### src/rtl/rx_ais_pkg.sv
package rx_ais_pkg;
  typedef enum logic [1:0] {
    LM_DS3   = 2'b00,
    LM_E3    = 2'b01,
    LM_CLEAR = 2'b10,
    LM_RSVD  = 2'b11
  } line_mode_e;

  function automatic logic is_ds3(input line_mode_e m);
    return m == LM_DS3;
  endfunction
endpackage

### src/rtl/rx_ais_bit_qualify.sv
module rx_ais_bit_qualify
  import rx_ais_pkg::*;
(
  input  logic       clk,
  input  logic       rst_n,
  input  logic       in_valid,
  input  logic       in_frame_start,
  input  logic       rx_oh_mark,
  input  logic       tx_oh_mark,
  input  logic       dlb_active,
  input  line_mode_e mode,
  output logic       restart,
  output logic       take_oh,
  output logic       take_data,
  output logic       take_fs,
  output logic       ds3_mode
);
  line_mode_e mode_q;
  logic       oh_sel;
  logic       take;

  always_ff @(posedge clk or negedge rst_n) begin
    if (!rst_n) mode_q <= LM_DS3;
    else        mode_q <= mode;
  end

  // Under diagnostic loopback the stream carries the transmit overhead layout
  assign oh_sel    = dlb_active ? tx_oh_mark : rx_oh_mark;
  assign restart   = (mode != mode_q);
  assign take      = in_valid && !restart;
  assign take_oh   = take && oh_sel;
  assign take_data = take && !oh_sel;
  assign take_fs   = take && in_frame_start;
  assign ds3_mode  = is_ds3(mode);
endmodule

### src/rtl/rx_ais_ones_window.sv
module rx_ais_ones_window #(
  parameter int WIN_BITS   = 4096,
  parameter int ZERO_LIMIT = 3
) (
  input  logic clk,
  input  logic rst_n,
  input  logic restart,
  input  logic take_data,
  input  logic bit_in,
  output logic detected
);
  localparam int CW = (WIN_BITS > 2) ? $clog2(WIN_BITS) : 1;
  localparam int ZW = $clog2(ZERO_LIMIT + 2);
  localparam logic [CW-1:0] LAST_IDX = CW'(WIN_BITS - 1);
  localparam logic [ZW:0]   SAT      = (ZW+1)'(ZERO_LIMIT + 1);
  localparam logic [ZW:0]   LIM      = (ZW+1)'(ZERO_LIMIT);

  logic [CW-1:0] cnt;
  logic [ZW-1:0] zeros;
  logic [ZW:0]   zsum;
  logic [ZW-1:0] zeros_nx;
  logic          last;

  assign zsum     = {1'b0, zeros} + {{ZW{1'b0}}, ~bit_in};
  assign zeros_nx = (zsum > SAT) ? SAT[ZW-1:0] : zsum[ZW-1:0];
  assign last     = (cnt == LAST_IDX);

  always_ff @(posedge clk or negedge rst_n) begin
    if (!rst_n) begin
      cnt      <= '0;
      zeros    <= '0;
      detected <= 1'b0;
    end else if (restart) begin
      cnt      <= '0;
      zeros    <= '0;
      detected <= 1'b0;
    end else if (take_data) begin
      if (last) begin
        cnt      <= '0;
        zeros    <= '0;
        detected <= (zsum <= LIM);
      end else begin
        cnt   <= cnt + 1'b1;
        zeros <= zeros_nx;
      end
    end
  end
endmodule

### src/rtl/rx_ais_framed_check.sv
module rx_ais_framed_check #(
  parameter int ERR_LIMIT = 3
) (
  input  logic clk,
  input  logic rst_n,
  input  logic restart,
  input  logic ds3_mode,
  input  logic take_oh,
  input  logic take_data,
  input  logic take_fs,
  input  logic bit_in,
  output logic detected
);
  localparam int EW = $clog2(ERR_LIMIT + 2);
  localparam logic [EW:0] SAT = (EW+1)'(ERR_LIMIT + 1);
  localparam logic [EW:0] LIM = (EW+1)'(ERR_LIMIT);

  logic          ref_bit;
  logic          armed;
  logic [EW-1:0] errs;
  logic          ref_now;
  logic          miss;
  logic [EW-1:0] errs_base;
  logic [EW:0]   esum;
  logic [EW-1:0] errs_nx;
  logic          ref_nx;

  // A frame start restarts the reference phase like an overhead bit does
  assign ref_now   = take_fs ? 1'b1 : ref_bit;
  assign miss      = take_data && (bit_in != ref_now);
  assign errs_base = take_fs ? '0 : errs;
  assign esum      = {1'b0, errs_base} + {{EW{1'b0}}, miss};

  always_comb begin
    errs_nx = (esum > SAT) ? SAT[EW-1:0] : esum[EW-1:0];
    ref_nx  = ref_bit;
    if (take_oh)        ref_nx = 1'b1;
    else if (take_data) ref_nx = ~ref_now;
  end

  always_ff @(posedge clk or negedge rst_n) begin
    if (!rst_n) begin
      ref_bit  <= 1'b1;
      armed    <= 1'b0;
      errs     <= '0;
      detected <= 1'b0;
    end else if (restart || !ds3_mode) begin
      ref_bit  <= 1'b1;
      armed    <= 1'b0;
      errs     <= '0;
      detected <= 1'b0;
    end else begin
      if (take_fs) begin
        armed <= 1'b1;
        if (armed) detected <= ({1'b0, errs} <= LIM);
      end
      errs    <= errs_nx;
      ref_bit <= ref_nx;
    end
  end
endmodule

### src/rtl/rx_ais_detector.sv
module rx_ais_detector #(
  parameter int WIN_BITS   = 4096,
  parameter int ZERO_LIMIT = 3
) (
  input  logic       clk,
  input  logic       rst_n,
  input  logic       in_valid,
  output logic       in_ready,
  input  logic       in_bit,
  input  logic       in_frame_start,
  input  logic [1:0] mode,
  input  logic       rx_oh_mark,
  input  logic       tx_oh_mark,
  input  logic       dlb_active,
  output logic       allones_det,
  output logic       framed_ais_det
);
  import rx_ais_pkg::*;

  line_mode_e mode_e;
  logic restart, take_oh, take_data, take_fs, ds3_mode;

  assign mode_e   = line_mode_e'(mode);
  assign in_ready = 1'b1;

  rx_ais_bit_qualify u_qual (
    .clk           (clk),
    .rst_n         (rst_n),
    .in_valid      (in_valid),
    .in_frame_start(in_frame_start),
    .rx_oh_mark    (rx_oh_mark),
    .tx_oh_mark    (tx_oh_mark),
    .dlb_active    (dlb_active),
    .mode          (mode_e),
    .restart       (restart),
    .take_oh       (take_oh),
    .take_data     (take_data),
    .take_fs       (take_fs),
    .ds3_mode      (ds3_mode)
  );

  rx_ais_ones_window #(
    .WIN_BITS  (WIN_BITS),
    .ZERO_LIMIT(ZERO_LIMIT)
  ) u_ones (
    .clk      (clk),
    .rst_n    (rst_n),
    .restart  (restart),
    .take_data(take_data),
    .bit_in   (in_bit),
    .detected (allones_det)
  );

  rx_ais_framed_check #(
    .ERR_LIMIT(ZERO_LIMIT)
  ) u_framed (
    .clk      (clk),
    .rst_n    (rst_n),
    .restart  (restart),
    .ds3_mode (ds3_mode),
    .take_oh  (take_oh),
    .take_data(take_data),
    .take_fs  (take_fs),
    .bit_in   (in_bit),
    .detected (framed_ais_det)
  );
endmodule

### config.mk
export PLATFORM = sky130hd
export DESIGN_NAME = rx_ais_detector
export DESIGN_NICKNAME = d
export VERILOG_FILES = /design/src/rtl/rx_ais_pkg.sv /design/src/rtl/rx_ais_bit_qualify.sv /design/src/rtl/rx_ais_ones_window.sv /design/src/rtl/rx_ais_framed_check.sv /design/src/rtl/rx_ais_detector.sv
export SDC_FILE = /design/constraint.sdc
export NUM_CORES = 1
export LEC_CHECK = 0
export ABC_AREA = 1
export BUFFER_PORTS_ARGS = -buffer_cell sky130_fd_sc_hd__buf_2
export CAP_MARGIN = 15
export CORE_MARGIN = 8
export CORE_UTILIZATION = 62
export DETAILED_ROUTE_END_ITERATION = 10
export PLACE_DENSITY = 0.84
export SLEW_MARGIN = 40
export SYNTH_ARGS = -nofsm -noshare
export SYNTH_HDL_FRONTEND = slang
export SYNTH_HIERARCHICAL = 1
export SYNTH_SLANG_ARGS = --single-unit
### constraint.sdc
create_clock -name clk -period 3.29 [get_ports clk]
set_clock_uncertainty 0.15 [all_clocks]
set_input_delay 0.329 -clock clk [delete_from_list [all_inputs] [get_ports clk]]
set_output_delay 0.329 -clock clk [all_outputs]
set_load 0.05 [all_outputs]
==> results.toml, run 1 <==
[sta]
slew_headroom_pct = 64.0
finalSetupViolCount = 0
rsz0062_at_grt = "false"
hold_viol_final = 0
finalCriticalPeriod_ns = 2.88
tightest_slew_ns = 0.541
fin_setup_tns_ns = 0
fin_crit_sh_pct = 87.5
max_freq_mhz = 348
finalMaxSlewViolations = 0

[floorplan]
coreArea_um2 = 2170
die_w_um = 63.4
die-area_um2 = 4020
die_height_um = 63.4
start_util_pct = 64.3
rows = 17
ios = 13

[clock_tree]
clk_latency_ns = 0.32
cts_buffers = 3
clk_pin_slew_ns = 0.13
ctsHoldBuffers = 2
cts_sinks = 24
cts_buffer_depth = 2
cts_setup_buffers = 0
root_buffer = "clkbuf_4"
cts.htree.levels = 1
cts_resized = 0
cts_tree = "yes"

[synthesis]
seq_area_frac_synth_pct = 43.1
yosys_warnings = 6
ys.flop_type = "dfrtp_1"
synth_fa_ha_area_share_pct = 4.48
synth.mux.area_fraction_pct = 0
synth_edf_count = 0
yosys.area.top_type_share_pct = 41.3
synth_compound_area_share_pct = 5.74
async_reset_ff_share_pct = 100
synth.area.top_cells = "dfrtp_1 (41%), nand2_1 (12%), nor2_1 (7.5%), inv_1 (5.7%), ha_1 (4.5%)"
synth-simple-area-share_pct = 35.4
synth.avg_cell_area_um2 = 7.79
synth_nets = 194
synth_commonest_cells = "nand2_1 (45), nor2_1 (28), dfrtp_1 (23), inv_1 (21), nand3_1 (11)"
synth_top_family_by_area = "simple AND/OR/NAND/NOR gates"
ys_types = 27
yosysTopAreaCell = "dfrtp_1"
syn_inst = 179
synth-xor-area-share_pct = 3.14
syn_area_um2 = 1400
synth_seq_cells = 24
synth.most_common_cell = "nand2_1"

[hold_path]
min_path_cells = 5
min_path_type = "in -> reg"
hp-start = "in_bit"
hold_end = "u_ones/zeros[0]"

[cells_and_area]
antennaDiodeCount = 0
drive_gt1_share_pct = 19.4
areaGrowthSynthToFinish_pct = 10.7
fin_cells = 224
multiInputGateArea_um2 = 684
seq_area_um2 = 602
nets = 212
final_util_pct = 71.2
n_fill_cell = 188

[global_route]
grt_usage_pct = 14.1
grt_pass1_wl_um = 4730
grt_start_max_net_pins = 25
gr-usage-met3_pct = 2.83
antenna_found_initial = 0
busiest_layer = "met2"
overflow = 0
grt_util_met1_pct = 15.3
use_met2_pct = 25.1
grt_pass1_vias = 1189

[setup_path]
worst-path-buf-inv = 3
cp_slowest_cell = "dlygate4sd3_1"
path_class = "in -> reg"
cp-start-kind = "input pin"
ff2ff_setup_slack_ns = 0.71
crit_top_cell = "nor2_1"
arrival_ns = 2.95
reg2reg_to = "u_framed/errs[1]"
rr_worst_depth = 13
setup.worst_path.end_class = "register"
cp.required_ns = 3.36
rr_startpoint = "u_qual/mode_q[0]"
crit_fanout = 7
path_delay_family = "simple AND/OR/NAND/NOR gates"
path_cells = "dlygate4sd3_1, buf_2, xnor2_1, nand3_1, nor2_1, nor2_1, xor2_1, nor2_1, ha_1, ha_1, inv_1, nand2_1, nand2_1, nand2_1, nor2_1"
slowest_delay_ns = 0.53

[detailed_routing]
ant_nets = 0
vias = 1162
wirelength_um = 2780
routed_via_density = 5.19
first_pass_iters = 4
routedWlPerCell_um = 12.4
drc = 0
drt_iter0_markers = 57

[power]
power.total_uw = 557
p_leak_nw = 0.802
peakVddDrop_v = 0.000284
power_density_nw_per_um2 = 361

[place]
hpwl_um = 2100
place_inst = 217
io_buffers = 11
place_congestion = 0.860

[run]
drv_cap = 0

[run_status]
status = "finished clean"
==> final cells by class <==
class                      instances  share of cell area [%]
tap                               28                    2.27
inverter                          27                    6.56
timing repair buffer              14                    5.51
multi-input combinational        127                    44.3
clock buffer                       4                    2.35
sequential                        24                    39.0
==> sequential cells by signal, indices dropped and copies added (netlist names) <==
name	cells
u_framed/detected	1
u_framed/armed	1
u_framed/ref_bit	1
u_ones/cnt	12
u_framed/errs	3
u_qual/mode_q	2
u_ones/zeros	3
u_ones/detected	1
==> report_power, final <==
part | internal (mW) | switching (mW)
clock | 0.0677 | 0.0896
combinational | 0.0276 | 0.0628
sequential | 0.304 | 0.00482
==> how the worst max path moves through the flow <==
stage | startpoint | end | slack [ns] | depth (start not counted)
final | mode[0] | u_framed/errs[1] | 0.41 | 15
after global routing | mode[0] | u_framed/errs[0] | 0.27 | 15
after CTS | mode[0] | u_framed/errs[1] | 0.52 | 15
after detailed placement | mode[0] | u_framed/errs[1] | 0.70 | 14
after global placement | mode[0] | u_framed/errs[0] | 0.92 | 14
after floorplan | u_qual/mode_q[0] | u_framed/errs[0] | 1.13 | 13
==> layout by cell type, fill, tap and decap left out, types with 2 or more instances in the layout <==
master,n
nand2_1,45
nor2_1,28
dfrtp_1,23
inv_1,21
buf_2,11
nand3_1,11
inv_2,6
a21oi_1,6
ha_1,5
xor2_1,4
nor2_4,4
o21ai_1,4
clkbuf_4,3
dlygate4sd3_1,3
nand4_1,3
nand2_2,3
a21oi_2,2
nor2_2,2
==> worst register-to-register path, cell delays in order (launching register included) <==
cell and delay (ns):
dfrtp_1 0.41, xnor2_1 0.20, nand3_1 0.17, nor2_1 0.43, nor2_1 0.15, xor2_1 0.16, nor2_1 0.10, ha_1 0.21
ha_1 0.21, inv_1 0.06, nand2_1 0.08, nand2_1 0.05, nand2_1 0.07, nor2_1 0.04
==> routing by layer <==
layer	vias to the layer above	share of wire, %
met3	6	3.6
met1	536	43
met5	-	0
li1	592	-
met4	0	2.0
met2	28	51
==> stage by stage <==
step / hold WS (ns) / cell area (µm²) / setup WS, ns
final: 0.315 / 1540 / 0.413
after CTS: 0.00124 / 1530 / 0.516
after global placement: 0.186 / 1480 / 0.923
after floorplan: -0.117 / 1400 / 1.13
after global routing: 0.323 / 1540 / 0.267
after detailed placement: 0.191 / 1480 / 0.697
==> cells by family (layout without fill, tap and decap cells) <==
family	after synthesis	in the layout
buf+inv	28	45
fa+ha+maj	5	5
xor+xnor	5	5
compound gates	14	14
other cells	1	1
flops	24	24
simple gates	102	102
(Power assumes the default switching activity.)
==> run 2: changes to the inputs <==
--- a/config.mk
+++ b/config.mk
@@ -9,9 +9,9 @@
 export BUFFER_PORTS_ARGS = -buffer_cell sky130_fd_sc_hd__buf_2
 export CAP_MARGIN = 15
 export CORE_MARGIN = 8
-export CORE_UTILIZATION = 62
+export CORE_UTILIZATION = 42
 export DETAILED_ROUTE_END_ITERATION = 10
-export PLACE_DENSITY = 0.84
+export PLACE_DENSITY = 0.61
 export SLEW_MARGIN = 40
 export SYNTH_ARGS = -nofsm -noshare
 export SYNTH_HDL_FRONTEND = slang
==> results.toml, run 2 (same netlist as run 1, synthesis figures left out) <==
[run_status]
status = "finished clean"

[floorplan]
coreArea_um2 = 3260
start_util_pct = 42.8
die_w_um = 73.6
die_height_um = 73.6
die-area_um2 = 5420
ios = 13
rows = 21

[cells_and_area]
largest-register = "u_ones/cnt"
n_fill_cell = 329
layout_commonest_cell = "nand2_1"
largest_reg_flops = 12
antennaDiodeCount = 0
final_cell_mix = "nand2_1 (45), nor2_1 (28), dfrtp_1 (23)"
areaGrowthSynthToFinish_pct = 13.5
nets = 212
drive_gt1_share_pct = 19.4
largest_registers = "u_ones/cnt: 12 flops, u_framed/errs: 3 flops, u_ones/zeros: 3 flops"

[setup_path]
cp.required_ns = 3.36
path_class = "in -> reg"
setup.worst_path.end_class = "register"
ff2ff_setup_slack_ns = 0.79
arrival_ns = 2.85
crit_top_cell = "nor2_1"
path_cells = "dlygate4sd3_1, buf_2, xnor2_1, nand3_1, nor2_1, nor2_1, xor2_1, nor2_1, ha_1, ha_1, inv_1, nand2_1, nand2_1, nand2_1, nor2_1"
cp-start-kind = "input pin"
cp_slowest_cell = "dlygate4sd3_1"
worst-path-buf-inv = 3
rr_startpoint = "u_qual/mode_q[0]"
path_delay_family = "simple AND/OR/NAND/NOR gates"
crit_fanout = 7
cp-startpoint = "mode[0]"
reg2reg_to = "u_framed/errs[1]"
slowest_delay_ns = 0.53
rr_worst_depth = 13

[global_route]
grt_pass1_wl_um = 4890
grt_usage_pct = 11.3
grt_pass1_vias = 1082
antenna_found_initial = 0
overflow = 0
grt_start_max_net_pins = 25

[sta]
tightest_slew_ns = 0.533
finalSetupViolCount = 0
finalCriticalPeriod_ns = 2.78
slew_headroom_pct = 64.5
max_freq_mhz = 360
hold_viol_final = 0
fin_setup_tns_ns = 0
rsz0062_at_grt = "false"
finalMaxSlewViolations = 0
hold_ws_ns = 0.267
fin_crit_sh_pct = 84.5

[clock_tree]
root_buffer = "clkbuf_4"
cts_tree = "yes"
cts_buffers = 3
cts_resized = 0
clk_pin_slew_ns = 0.14
cts_buffer_depth = 2
cts_setup_buffers = 0
cts_sinks = 24
cts.htree.levels = 1
clk_latency_ns = 0.32

[place]
place_congestion = 0.774
hpwl_um = 2090
io_buffers = 11

[detailed_routing]
routed_via_density = 4.62
vias = 1117
drc = 0
drt_iter0_markers = 68
routedWlPerCell_um = 11.1
first_pass_iters = 4
ant_nets = 0
wirelength_um = 2680

[power]
comb_power_share_pct = 14.5
intPower_uw = 455
seq_power_share_pct = 50.7
p_clk_share_pct = 34.9
peakVddDrop_v = 0.000311
power_switching_uw = 156
p_leak_nw = 0.809
switching_share_pct = 25.5
power_density_nw_per_um2 = 386

[hold_path]
hold_end = "u_framed/ref_bit"
min_path_type = "in -> reg"
hp-start = "in_valid"
min_path_cells = 5

[run]
drv_cap = 0
## run 2: timing repair
| item | in CTS | in global routing |
|---|---|---|
| hold buffers | 3 | 0 |
| hold endpoints to repair | 25 | 0 |
| setup endpoints to repair | 0 | 0 |
## run 2: per-stage QoR
step                      setup slack (ns)  instances  total power [mW]  util, %  cell area [µm²]
after detailed placement             0.738        235             0.403     46.0             1500
after floorplan                       1.13        179             0.376        -             1400
after global routing                 0.312        242             0.652     48.6             1580
final                                0.510        242             0.611     48.6             1580
after CTS                            0.517        242             0.621     48.6             1580
after global placement               0.891        235             0.398     46.0             1500
## run 2: worst max-delay path by stage
stage,end,slack (ns),depth (start not counted)
floorplan,u_framed/errs[0],1.13,13
global placement,u_framed/errs[0],0.89,14
detailed placement,u_framed/errs[1],0.74,14
CTS,u_framed/errs[1],0.52,15
global route,u_framed/errs[0],0.31,14
finish,u_framed/errs[1],0.51,15
## run 2: power by group through the flow
stage	Clock, mW	Sequential (mW)	Combinational (mW)
finish	0.213	0.310	0.0884
global route	0.239	0.311	0.102
CTS	0.221	0.309	0.0904
detailed placement	0	0.315	0.0878
global placement	0	0.314	0.0842
floorplan	0	0.320	0.0562
## run 2: final cells by class
class | instances | area (µm²) | share of cell area [%]
clock inverter | 1 | 30.0 | 1.90
tap | 46 | 57.6 | 3.64
timing repair buffer | 14 | 85.1 | 5.38
clock buffer | 3 | 22.5 | 1.42
multi-input combinational | 127 | 684 | 43.2
inverter | 27 | 101 | 6.40
sequential | 24 | 602 | 38.0
## run 2: worst min-delay path, delay by kind of cell
family                 cells  cell delay, ns
buffers and inverters      1            0.08
AND/OR/NAND/NOR            4            0.31
## run 2: routing by layer
layer / part of all wire, % / global-route usage (%) / vias up
met2: 50 / 18.2 / 15
met5: 0 / 0 / -
li1: - / - / 586
met4: 1.3 / 2.66 / 0
met3: 3.4 / 3.41 / 4
met1: 45 / 14.4 / 512
